===== config.mk =====
export PLATFORM = sky130hd
export DESIGN_NAME = bcd_sixes_unit
export DESIGN_NICKNAME = d
export VERILOG_FILES = /design/src/rtl/bcd_sixes_unit.sv
export SDC_FILE = /design/constraint.sdc
export NUM_CORES = 1
export LEC_CHECK = 0
export BUFFER_PORTS_ARGS = -buffer_cell sky130_fd_sc_hd__buf_4
export CAP_MARGIN = 20
export CORE_AREA = 2 2 94 96
export DETAILED_ROUTE_END_ITERATION = 12
export DIE_AREA = 0 0 96 98
export PLACE_DENSITY = 0.79
export REMOVE_ABC_BUFFERS = 1
export SYNTH_ARGS = -nofsm -noshare
export SYNTH_HDL_FRONTEND = slang
export SYNTH_SLANG_ARGS = --single-unit

===== constraint.sdc =====
create_clock -name clk -period 3.45 [get_ports clk]
set_clock_uncertainty 0.1 [all_clocks]
set_input_delay 0.69 -clock clk [delete_from_list [all_inputs] [get_ports clk]]
set_output_delay 0.69 -clock clk [all_outputs]
set_load 0.02 [all_outputs]

===== src/rtl/bcd_sixes_unit.sv =====
module bcd_sixes_unit #(
  parameter int DIGITS = 16,
  parameter logic [5:0] PRIMARY = 6'b011111,
  parameter logic [8:0] EXT_OP = 9'b001001010
) (
  input  logic                  clk,
  input  logic                  rst,
  input  logic                  feat_en,
  input  logic                  req_valid,
  output logic                  req_ready,
  input  logic [31:0]           insn,
  input  logic [4*DIGITS-1:0]   opnd_a,
  input  logic [4*DIGITS-1:0]   opnd_b,
  output logic                  res_valid,
  input  logic                  res_ready,
  output logic [4*DIGITS-1:0]   res_data,
  output logic [4:0]            res_rt,
  output logic [4:0]            res_ra,
  output logic [4:0]            res_rb,
  output logic                  illegal
);
  localparam int W = 4 * DIGITS;

  logic [DIGITS:0] cy;
  logic [W-1:0]    sixes;
  logic            match, legal, accept;

  assign cy[0] = 1'b0;

  for (genvar i = 0; i < DIGITS; i++) begin : g_dig
    logic [4:0] dsum;
    assign dsum = {1'b0, opnd_a[4*i +: 4]} + {1'b0, opnd_b[4*i +: 4]} + {4'd0, cy[i]};
    assign cy[i+1] = dsum[4];
    assign sixes[4*i +: 4] = cy[i+1] ? 4'h0 : 4'h6;
  end

  assign match     = (insn[31:26] == PRIMARY) && (insn[9:1] == EXT_OP);
  assign legal     = match && feat_en;
  assign req_ready = !res_valid || res_ready;
  assign accept    = req_valid && req_ready;

  always_ff @(posedge clk) begin
    if (rst) begin
      res_valid <= 1'b0;
      illegal   <= 1'b0;
      res_data  <= '0;
      res_rt    <= '0;
      res_ra    <= '0;
      res_rb    <= '0;
    end else begin
      illegal <= accept && !legal;
      if (accept) begin
        res_valid <= legal;
        if (legal) begin
          res_data <= sixes;
          res_rt   <= insn[25:21];
          res_ra   <= insn[20:16];
          res_rb   <= insn[15:11];
        end
      end else if (res_ready) begin
        res_valid <= 1'b0;
      end
    end
  end

  localparam logic [W-1:0] LOW_MASK = {DIGITS{4'b1001}};
  localparam logic [W-1:0] BIT1     = {DIGITS{4'b0010}};

  p_digit_form_r1: assert property (@(posedge clk) disable iff (rst)
    res_valid |-> ((res_data & LOW_MASK) == '0) &&
                  (((res_data & BIT1) << 1) == (res_data & (BIT1 << 1))));

  p_top_carry_r2: assert property (@(posedge clk) disable iff (rst)
    (accept && legal && ({1'b0, opnd_a} + {1'b0, opnd_b}) < (65'd1 << (W-4)))
      |=> res_data[W-1 -: 4] == 4'h6);

  p_disabled_r5: assert property (@(posedge clk) disable iff (rst)
    (accept && !feat_en) |=> (illegal && !res_valid));

  p_nomatch_r6: assert property (@(posedge clk) disable iff (rst)
    (accept && !match) |=> (illegal && !res_valid));

  p_hold_r7: assert property (@(posedge clk) disable iff (rst)
    (res_valid && !res_ready) |=> (res_valid && $stable(res_data) && $stable(res_rt)));

  p_backpressure_r8: assert property (@(posedge clk) disable iff (rst)
    (res_valid && !res_ready) |-> !req_ready);

  p_reset_r9: assert property (@(posedge clk)
    $past(rst) |-> (!res_valid && !illegal));
endmodule


---- Yosys cells after proc, flatten, opt, wreduce, memory -nomap -nowiden ----
Index checks and enable logic that the tools add are counted.
cells by class
  add/subtract/negate cells ............... 31
  $mul .................................... 0
  divide/modulo/power cells ............... 0
  order comparisons ....................... 0
  equal/unequal tests ..................... 2
  shift-type cells ........................ 0
  multiplexer cells ....................... 18
  bitwise gates (word level) .............. 0
  reductions and logical operators ........ 9
operators with widths
  operator                                                                count
  4-bit by 4-bit adder with 5-bit output                                  16
  5-bit by 1-bit adder with 5-bit output                                  15
  3-bit 2-to-1 mux                                                        16
  9-bit by 7-bit equality test with 1-bit output (second input constant)  1
  6-bit by 5-bit equality test with 1-bit output (second input constant)  1
  1-bit logical AND                                                       4
  1-bit logical NOT                                                       2
  1-bit 2-to-1 mux                                                        2
  2-bit AND reduction                                                     1
  2-bit nonzero test                                                      1
  1-bit logical OR                                                        1
word-level totals
  register bits ........................... 81
  bits in latches ......................... 0
  memory bits (writable) .................. 0
  bits in read-only memories .............. 0
  input bits .............................. 165
  output and inout port bits .............. 82
  logic and storage cells ................. 66
  memories ................................ 0

---- Depth between registers and ports, before layout ----
Gate-level depths: netlist of run 1.
  depth in word-level cells ............... 17
  gate-level depth with buffers ........... 9
  gate-level depth less buffers ........... 9

---- Worst setup path before layout of run 1 ----
No wires, ideal clock.
  path kind ............................... input to register
  start ................................... input opnd_a[23]
  end ..................................... register res_data[38]
  library setup time ...................... 0.096 ns
  data arrival time ....................... 2.596 ns
  required time ........................... 3.254 ns
  path slack .............................. 0.658 ns
  stages on the path ...................... 9
  path buffers ............................ 0
  cells stage by stage .................... ha_1 -> a2111oi_4 -> o21ai_2 -> a2111oi_4 -> a31oi_2 -> o211ai_2 -> a31oi_1 -> o21a_1 -> o41ai_2
between the ends
  longest elaborated chain between the ends .. 7
RTL lines
  what                                                  RTL line  source
  start, declared                                       12        input logic [4*DIGITS-1:0] opnd_a,
  4-bit by 4-bit adder with 5-bit output                32        assign dsum = {1'b0, opnd_a[4*i +: 4]} + {1'b0, opnd_b[4*i +: 4]} + {4'd0, cy[i]};
  5-bit by 1-bit adder with 5-bit output (5 in series)  32
  3-bit 2-to-1 mux                                      34        assign sixes[4*i +: 4] = cy[i+1] ? 4'h0 : 4'h6;
  end signal, assigned                                  55        res_data <= sixes;
  end, declared                                         16        output logic [4*DIGITS-1:0] res_data,
No other way between the ends.
A chain may end at the register's enable or synchronous reset.

---- Worst setup path after layout of run 1 ----
Same ends and word-level chain as after synthesis.

==> impl_metrics.env, run 1 <==
export IMPL_max_freq_ghz=0.350
export IMPL_layout_commonest_cell="buf_4"
export IMPL_cts_buffers=5
export IMPL_peakVddDrop_mv=0.136
export IMPL_synthArstFlopShare_pct=0
export IMPL_cp_top_family="compound AO/OA/AOI/OAI gates"
export IMPL_drtAntennaViolNets=0
export IMPL_grt_pass1_wl_mm=14.0
export IMPL_power_leakage_nw=2.38
export IMPL_io_pins=247
export IMPL_htree_levels=2
export IMPL_power_density_nw_per_um2=223
export IMPL_placed_cells=670
export IMPL_clkLatencyLatePin_ns=0.28
export IMPL_synth_ff_type="dfxtp_1"
export IMPL_cts_resized=0
export IMPL_dieArea_sq_um=9410
export IMPL_cp_required_ns=3.53
export IMPL_nets=797
export IMPL_grt_antenna_before_repair=0
export IMPL_path_cells="buf_4 -> ha_1 -> a2111oi_4 -> o21ai_2 -> a2111oi_4 -> a31oi_2 -> o211ai_2 -> a31oi_1 -> o21a_1 -> o41ai_2"
export IMPL_cpMostUsedCell="a2111oi_4"
export IMPL_synth_edff_count=0
export IMPL_timing_worst_setup_path_type="in2reg"
export IMPL_gp_congestion=0.837
export IMPL_dpl_cell_area_sq_um=4660
export IMPL_synthCells=374
export IMPL_viasPerCell=5.01
export IMPL_synth_warnings=0
export IMPL_timing_setup_tns_ns=0
export IMPL_root_buffer="clkbuf_8"
export IMPL_layout_min_cycle_time_ns=2.86
export IMPL_place_hpwl_mm=7.75
export IMPL_drv_cap=0
export IMPL_finalCritPeriodShare_pct=82.8
export IMPL_final_cell_count_no_fill=678
export IMPL_arrival_ns=2.94
export IMPL_via_count=3396
export IMPL_clockBufferDepth=2
export IMPL_hold_viol_final=0
export IMPL_clkTransAtPathRegs_ns=0.07
export IMPL_coreArea_sq_um=8470
export IMPL_grt_max_degree=40
export IMPL_cts_setup_buffers=0
export IMPL_route_detailed_drc=0
export IMPL_synth_avg_cell_area_sq_um=8.54
export IMPL_critPathMaxStageDelay_ns=0.37
export IMPL_n_antenna_cell=0
export IMPL_synth_seq_cells=33
export IMPL_start_util_pct=37.7
export IMPL_wl_per_cell_um=13.2
export IMPL_drt_total_wl_mm=8.98
export IMPL_synth_cell_types=56
export IMPL_die_y_um=98
export IMPL_crit_slowest_cell="a2111oi_4"
export IMPL_slew_viol_final=0
export IMPL_yosysSeqAreaShare_pct=20.7
export IMPL_layout_drive_gt1_share_pct=41.8
export IMPL_setup_violations=0
export IMPL_setup_worst_path_end_class="flip-flop"
export IMPL_hp_class="reg2reg"
export IMPL_grtUsageTotal_pct=18.2
export IMPL_whs_ns=0.357
export IMPL_grt_pass1_vias=3333
export IMPL_rsz0062_at_grt="false"
export IMPL_die_w_um=96
export IMPL_area_growth_pct=48.7
export IMPL_drt_pass1_iterations=4
export IMPL_cp_start_kind="input port"
export IMPL_cts_sinks=33
export IMPL_num_rows=34
export IMPL_path_max_fanout=4
export IMPL_grt_overflow_total=0
export IMPL_path_buf_inv=1
export IMPL_drtIter0Drc=66
export IMPL_numPortBuffers=212
export IMPL_cts_hold_buf=0
export IMPL_netlist_area_sq_um=3190
export IMPL_status="finished, final reports clean"
export IMPL_final_cell_mix="215 x buf_4, 63 x ha_1, 52 x nand2_1"
export IMPL_cts_tree="built"
export IMPL_final_area_sq_um=4750
==> through the flow <==
| step | util, % | power (mW) | worst slack (ns) |
|---|---|---|---|
| floorplan | - | 0.594 | 0.330 |
| global placement | 55.1 | 0.773 | 0.364 |
| detailed placement | 55.1 | 0.786 | 0.312 |
| CTS | 56.1 | 1.07 | 0.612 |
| global route | 56.1 | 1.13 | 0.412 |
| finish | 56.1 | 1.06 | 0.595 |
==> cells in the mapped netlist (all sizes together), types with 2 or more instances <==
library cell / number / area share (%)
o21ai: 12 / 2.0
nor3: 7 / 1.1
o21a: 9 / 2.1
a21boi: 2 / 0.47
buf: 50 / 12
a2111oi: 3 / 2.0
or3: 2 / 0.39
nand3: 7 / 1.1
a211oi: 7 / 1.8
a21oi: 41 / 6.4
nor2: 16 / 1.9
o211ai: 5 / 1.3
o2111ai: 2 / 0.55
a31oi: 3 / 0.78
a21o: 14 / 3.3
nand4: 7 / 1.4
o211a: 2 / 0.86
nand3b: 2 / 0.47
nand2: 52 / 6.1
clkbuf: 8 / 0.94
a211o: 2 / 0.55
dfxtp: 33 / 21
o41ai: 2 / 0.78
ha: 63 / 25
inv: 2 / 0.24
==> worst min-delay path, delay by kind of cell, from the launching register on <==
family	cells	cell delay, ns
AO/OA/AOI/OAI	1	0.05
flip-flops	1	0.31
AND/OR/NAND/NOR	1	0.05
==> worst paths after layout <==
kind / slack [ns] / cells after the start / to / startpoint
worst max-delay path: 0.59 / 10 / res_data[38]$_SDFFE_PP0P_ / opnd_a[23]
worst min-delay path: 0.36 / 2 / res_ra[0]$_SDFFE_PP0P_ / res_ra[0]$_SDFFE_PP0P_
worst max register to register: 1.81 / 6 / res_data[30]$_SDFFE_PP0P_ / res_valid$_SDFFE_PP0P_
worst min register to register: 0.36 / 2 / res_ra[0]$_SDFFE_PP0P_ / res_ra[0]$_SDFFE_PP0P_
==> layer usage <==
layer / up-vias / routed length (um) / track usage (%)
met3: 14 / 688 / 3.78
met1: 1529 / 3320 / 18.7
li1: 1699 / - / -
met5: - / 0 / 0
met4: 0 / 129 / 4.62
met2: 154 / 4840 / 36.2
==> where the power goes <==
part / internal (mW) / leakage [nW] / switching, mW
registers: 0.381 / 0.266 / 0.000229
logic: 0.217 / 2.07 / 0.179
clock network: 0.140 / 0.0450 / 0.141
==> cell type report <==
type,count,area [sq um]
clock buffer,6,72.6
sequential,33,661
inverter,2,7.51
tap,108,135
timing repair buffer,215,1610
fill,757,3720
multi-input combinational,312,2250
clock inverter,2,10.0
==> registers in the layout, indices dropped and copies added, names as in the netlist <==
| register | cells |
|---|---|
| illegal | 1 |
| res_data | 16 |
| res_ra | 5 |
| res_rb | 5 |
| res_rt | 5 |
| res_valid | 1 |
==> cell families after synthesis <==
logic type	after synthesis	share of synthesized area [%]
simple gates	103	15.5
fa+ha+maj	63	24.7
flops	33	20.7
compound gates	114	26.3
other cells	1	0.117
buf+inv	60	12.7
Power figures use the tool's default switching activity.
==> inputs of run 2 (changes only) <==
Settings changed: CORE_AREA 2 2 94 96 to 2 2 82 115, DIE_AREA 0 0 96 98 to 0 0 84 117, PLACE_DENSITY 0.79 to 0.78.
Clock period 3.45 ns to 2.35 ns, I/O delays scaled along.
==> run 2 against run 1 <==
  * The flow now finishes with violations (negative setup slack)
  * Sequential cell count unchanged
  * Sequential power increased by 47%
  * Combinational power increased by 90%
  * Clock power increased by 130%
  * Critical path depth unchanged
  * Count of clock-buffer cells in the layout decreased by 1
  * Total power increased by 86%
  * Cell area increased by 15%
  * First-iteration DRC count increased by 38%
  * Via count increased by 8.3%
  * Routed wire length increased by 18%
==> impl_metrics.env, run 2 (synthesized netlist as in run 1, its figures left out) <==
export IMPL_status="finished, violations left"
export IMPL_violations="negative setup slack"
export IMPL_postLayoutCoreUtil_pct=61.5
export IMPL_max_freq_ghz=0.401
export IMPL_wl_per_cell_um=14.7
export IMPL_whs_ns=0.338
export IMPL_drv_cap=0
export IMPL_coreArea_sq_um=8870
export IMPL_nFillCells=724
export IMPL_drt_total_wl_mm=10.6
export IMPL_cts_hold_buf=0
export IMPL_final_cell_count_no_fill=719
export IMPL_final_cell_mix="247 x buf_4, 49 x nand2_1, 49 x ha_1"
export IMPL_route_detailed_drc=0
export IMPL_layout_min_cycle_time_ns=2.49
export IMPL_grt_pass1_wl_mm=15.9
export IMPL_drt_pass1_iterations=4
export IMPL_drtIter0Drc=91
export IMPL_finalCritPeriodShare_pct=106
export IMPL_placed_cells=703
export IMPL_cp_start_kind="input port"
export IMPL_reg2reg_slack_ns=0.86
export IMPL_final_area_sq_um=5450
export IMPL_io_pins=247
export IMPL_n_antenna_cell=0
export IMPL_path_max_fanout=5
export IMPL_numPortBuffers=212
export IMPL_setup_worst_path_end_class="flip-flop"
export IMPL_via_count=3678
export IMPL_largest_register="res_data"
export IMPL_rsz0062_at_grt="true"
export IMPL_largest_reg_flops=16
export IMPL_layout_drive_gt1_share_pct=51.1
export IMPL_die_y_um=117
export IMPL_clkTransAtPathRegs_ns=0.06
export IMPL_root_buffer="clkbuf_16"
export IMPL_num_rows=41
export IMPL_dieArea_sq_um=9830
export IMPL_htree_levels=2
export IMPL_grt_overflow_total=0
export IMPL_cts_sinks=33
export IMPL_power_leakage_nw=2.62
export IMPL_cts_buffers=5
export IMPL_start_util_pct=36.0
export IMPL_setup_ws_ns=-0.143
export IMPL_grt_antenna_before_repair=0
export IMPL_power_density_nw_per_um2=361
export IMPL_setup_violations=8
export IMPL_die_w_um=84
export IMPL_hold_viol_final=0
export IMPL_clockBufferDepth=2
export IMPL_timing_worst_setup_path_type="in2reg"
export IMPL_arrival_ns=2.54
export IMPL_cts_tree="built"
export IMPL_gp_congestion=0.835
export IMPL_viasPerCell=5.12
export IMPL_cp_required_ns=2.39
export IMPL_slew_viol_final=0
export IMPL_grt_pass1_vias=3642
export IMPL_dpl_cell_area_sq_um=4920
export IMPL_hp_class="in2reg"
export IMPL_grtUsageTotal_pct=19.8
export IMPL_nets=839
export IMPL_peakVddDrop_mv=0.249
export IMPL_grt_max_degree=36
export IMPL_area_growth_pct=70.8
export IMPL_clkLatencyLatePin_ns=0.28
export IMPL_drtAntennaViolNets=0
export IMPL_place_hpwl_mm=8.37
export IMPL_layout_commonest_cell="buf_4"
-- run 2: cell count changes in the layout (fill, tap and decap cells not counted), moves of 10 or more --
| cell | change |
|---|---|
| buf_4 | +32 |
| buf_6 | +10 |
| ha_1 | -14 |
| ha_4 | +12 |
-- run 2: worst paths after layout --
| kind | cells past startpoint | startpoint | to |
|---|---|---|---|
| hold reg to reg | 2 | res_rt[0]$_SDFFE_PP0P_ | res_rt[0]$_SDFFE_PP0P_ |
| hold / removal | 3 | insn[11] | res_rb[0]$_SDFFE_PP0P_ |
| setup / recovery | 10 | opnd_a[2] | res_data[54]$_SDFFE_PP0P_ |
| setup reg to reg | 5 | res_valid$_SDFFE_PP0P_ | res_data[61]$_SDFFE_PP0P_ |
-- run 2: critical path, stage by stage --
cell and delay [ns]:
buf_6 0.10, ha_4 0.25, o21a_1 0.18, o2bb2ai_4 0.08
or4b_4 0.56, a31oi_4 0.25, o211ai_4 0.12, o211a_4 0.29
o211ai_1 0.16, a21oi_1 0.08
-- run 2: per-layer routing --
| layer | vias up | GRT usage [%] | routed length [um] |
|---|---|---|---|
| met3 | 24 | 4.28 | 751 |
| met4 | 0 | 7.85 | 315 |
| li1 | 1783 | - | - |
| met2 | 184 | 40.2 | 5930 |
| met5 | - | 0 | 0 |
| met1 | 1687 | 19.3 | 3570 |
-- run 2: timing repair --
action	in CTS	in global routing
pin swaps	23	12
setup endpoints to repair	8	9
gates resized for setup	28	24
hold endpoints to repair	0	0
setup buffers	4	4
-- run 2: area by class of cell --
| class | count | area, sq um | area share [%] |
|---|---|---|---|
| inverter | 2 | 7.51 | 0.138 |
| sequential | 33 | 661 | 12.1 |
| multi-input combinational | 312 | 2540 | 46.5 |
| clock buffer | 5 | 125 | 2.29 |
| clock inverter | 3 | 22.5 | 0.413 |
| tap | 107 | 134 | 2.45 |
| timing repair buffer | 257 | 1970 | 36.1 |
-- run 2: stage by stage --
stage	power [mW]	worst slack, ns	TNS [ns]
6_report	1.97	-0.143	-0.887
5_1_grt	2.08	-0.226	-1.62
4_1_cts	1.93	-0.128	-0.561
3_5_place_dp	1.22	-0.487	-4.27
3_3_place_gp	1.20	-0.450	-3.86
2_1_floorplan	0.872	-0.550	-3.43
-- run 2: power by group --
part	switching, mW	total, mW	internal (mW)
Clock	0.263	0.656	0.392
Sequential	0.000222	0.561	0.560
Combinational	0.327	0.751	0.424
==> inputs of run 3 (changes only) <==
Settings changed: CORE_AREA 2 2 82 115 to 2 2 95 97, CTS_BUF_LIST from default to sky130_fd_sc_hd__clkbuf_8, DIE_AREA 0 0 84 117 to 0 0 97 99, PLACE_DENSITY 0.78 to 0.8.
==> run 3 against run 2 <==
  * The flow still finishes with violations (negative setup slack)
  * Cell area down 2.9%
  * Sequential power about the same
  * Routed wire length down 2.9%
  * Via count down 0.68%
  * Final cell count down 0.42%
  * Core utilization up 0.49 points
  * Count of clock-buffer cells in the layout up 2
  * Sequential cell count unchanged
==> impl_metrics.env, run 3 (synthesized netlist as in run 1, its figures left out) <==
export IMPL_drtIter0Drc=59
export IMPL_holdCritStartpoint="insn[19]"
export IMPL_grtUsageTotal_pct=20.5
export IMPL_cp_start_kind="input port"
export IMPL_htree_levels=2
export IMPL_setup_ws_ns=-0.0802
export IMPL_drv_cap=0
export IMPL_nFillCells=711
export IMPL_clockBufferDepth=2
export IMPL_largest_reg_flops=16
export IMPL_place_hpwl_mm=8.36
export IMPL_num_rows=34
export IMPL_via_count=3653
export IMPL_timing_rr_end="res_data[30]$_SDFFE_PP0P_"
export IMPL_layout_drive_gt1_share_pct=49.0
export IMPL_whs_ns=0.330
export IMPL_grt_overflow_total=0
export IMPL_max_freq_ghz=0.411
export IMPL_cts_hold_buf=0
export IMPL_reg2reg_slack_ns=0.81
export IMPL_status="finished, violations left"
export IMPL_die_y_um=99
export IMPL_power_leakage_nw=2.59
export IMPL_gp_congestion=0.874
export IMPL_n_antenna_cell=0
export IMPL_grt_pass1_wl_mm=16.4
export IMPL_nets=835
export IMPL_r2r_cells=6
export IMPL_multiInputGateArea_sq_um=2470
export IMPL_coreArea_sq_um=8550
export IMPL_drt_pass1_iterations=4
export IMPL_grt_max_degree=36
export IMPL_largest_register="res_data"
export IMPL_slew_viol_final=0
export IMPL_dieArea_sq_um=9600
export IMPL_cts_buffers=5
export IMPL_clkTransAtPathRegs_ns=0.07
export IMPL_power_total_mw=1.75
export IMPL_layout_commonest_cell="buf_4"
export IMPL_clkPwrFrac_pct=27.2
export IMPL_drtAntennaViolNets=0
export IMPL_path_buf_inv=1
export IMPL_pwr_share_seq_pct=32.1
export IMPL_rsz0062_at_grt="true"
export IMPL_area_growth_pct=65.9
export IMPL_dpl_cell_area_sq_um=4930
export IMPL_arrival_ns=2.48
export IMPL_peakVddDrop_mv=0.194
export IMPL_finalCritPeriodShare_pct=103
export IMPL_drt_total_wl_mm=10.2
export IMPL_wl_per_cell_um=14.3
export IMPL_cp_required_ns=2.40
export IMPL_critPathMaxStageDelay_ns=0.52
export IMPL_min_to="res_ra[3]$_SDFFE_PP0P_"
export IMPL_path_max_fanout=5
export IMPL_timing_worst_setup_path_type="in2reg"
export IMPL_hp_class="in2reg"
export IMPL_final_area_sq_um=5300
export IMPL_setup_worst_path_end_class="flip-flop"
export IMPL_numPortBuffers=212
export IMPL_root_buffer="clkbuf_8"
export IMPL_path_cells="buf_8 -> ha_4 -> o21a_1 -> o2bb2ai_4 -> or4b_4 -> a31oi_4 -> o211ai_4 -> o211a_4 -> o211ai_1 -> a21oi_1"
export IMPL_switchingPower_mw=0.519
export IMPL_die_w_um=97
export IMPL_grt_pass1_vias=3601
export IMPL_hold_depth=3
export IMPL_io_pins=247
export IMPL_clkLatencyLatePin_ns=0.28
export IMPL_combPwrFrac_pct=40.7
export IMPL_final_cell_mix="247 x buf_4, 52 x nand2_1, 52 x ha_1"
export IMPL_cts_tree="built"
export IMPL_setup_violations=5
export IMPL_viasPerCell=5.10
export IMPL_start_util_pct=37.3
export IMPL_hold_viol_final=0
export IMPL_timing_setup_tns_ns=-0.272
export IMPL_place_ws_ns=-0.558
export IMPL_r2r_start="res_valid$_SDFFE_PP0P_"
export IMPL_seq_area_sq_um=661
export IMPL_layout_min_cycle_time_ns=2.43
export IMPL_power_density_nw_per_um2=330
export IMPL_cts_sinks=33
export IMPL_route_detailed_drc=0
export IMPL_p_sw_share_pct=29.7
export IMPL_grt_antenna_before_repair=0
export IMPL_violations="negative setup slack"
export IMPL_crit_slowest_cell="or4b_4"
export IMPL_cp_top_family="compound AO/OA/AOI/OAI gates"
export IMPL_p_int_mw=1.23
==> run 3: how the worst max path moves through the flow <==
stage / startpoint / to / depth (start not counted)
after global placement: opnd_a[1] / res_data[58]$_SDFFE_PP0P_ / 10
after CTS: opnd_a[2] / res_data[54]$_SDFFE_PP0P_ / 10
after global routing: opnd_a[3] / res_data[50]$_SDFFE_PP0P_ / 10
after floorplan: insn[5] / res_data[61]$_SDFFE_PP0P_ / 7
after detailed placement: opnd_a[23] / res_data[38]$_SDFFE_PP0P_ / 10
final: opnd_a[3] / res_data[54]$_SDFFE_PP0P_ / 10
==> run 3: cell type report <==
| type | count | area share [%] |
|---|---|---|
| sequential | 33 | 12.5 |
| tap | 108 | 2.55 |
| timing repair buffer | 253 | 36.4 |
| inverter | 2 | 0.142 |
| clock inverter | 1 | 0.0945 |
| multi-input combinational | 312 | 46.6 |
| clock buffer | 7 | 1.82 |
==> run 3: tightest hold or removal path, cell delays in order <==
cell and delay [ns]:
buf_4 0.11, nand2_1 0.04, a21oi_1 0.05
==> run 3: power by group through the flow <==
stage / logic [mW] / registers, mW / clock network [mW]
after floorplan: 0.298 / 0.574 / 0
after global placement: 0.622 / 0.573 / 0
after detailed placement: 0.649 / 0.573 / 0
after CTS: 0.696 / 0.560 / 0.491
after global routing: 0.780 / 0.560 / 0.520
final: 0.711 / 0.560 / 0.475
==> run 3: per-stage QoR <==
stage | std cells | utilization (%)
floorplan | 347 | -
global placement | 705 | 57.6
detailed placement | 705 | 57.6
CTS | 714 | 61.4
global route | 716 | 61.9
finish | 716 | 61.9
==> run 3: layer usage <==
metal,global-route usage [%],share of wire (%),vias up
li1,-,-,1773
met1,21.9,36,1667
met2,38.9,53,186
met3,5.46,8.5,27
met4,6.93,2.7,0
met5,0,0,-
==> run 3: timing repair <==
action / in CTS / in global routing
setup endpoints to repair: 7 / 8
pin swaps: 20 / 11
gates resized for setup: 26 / 7
setup buffers: 1 / 2
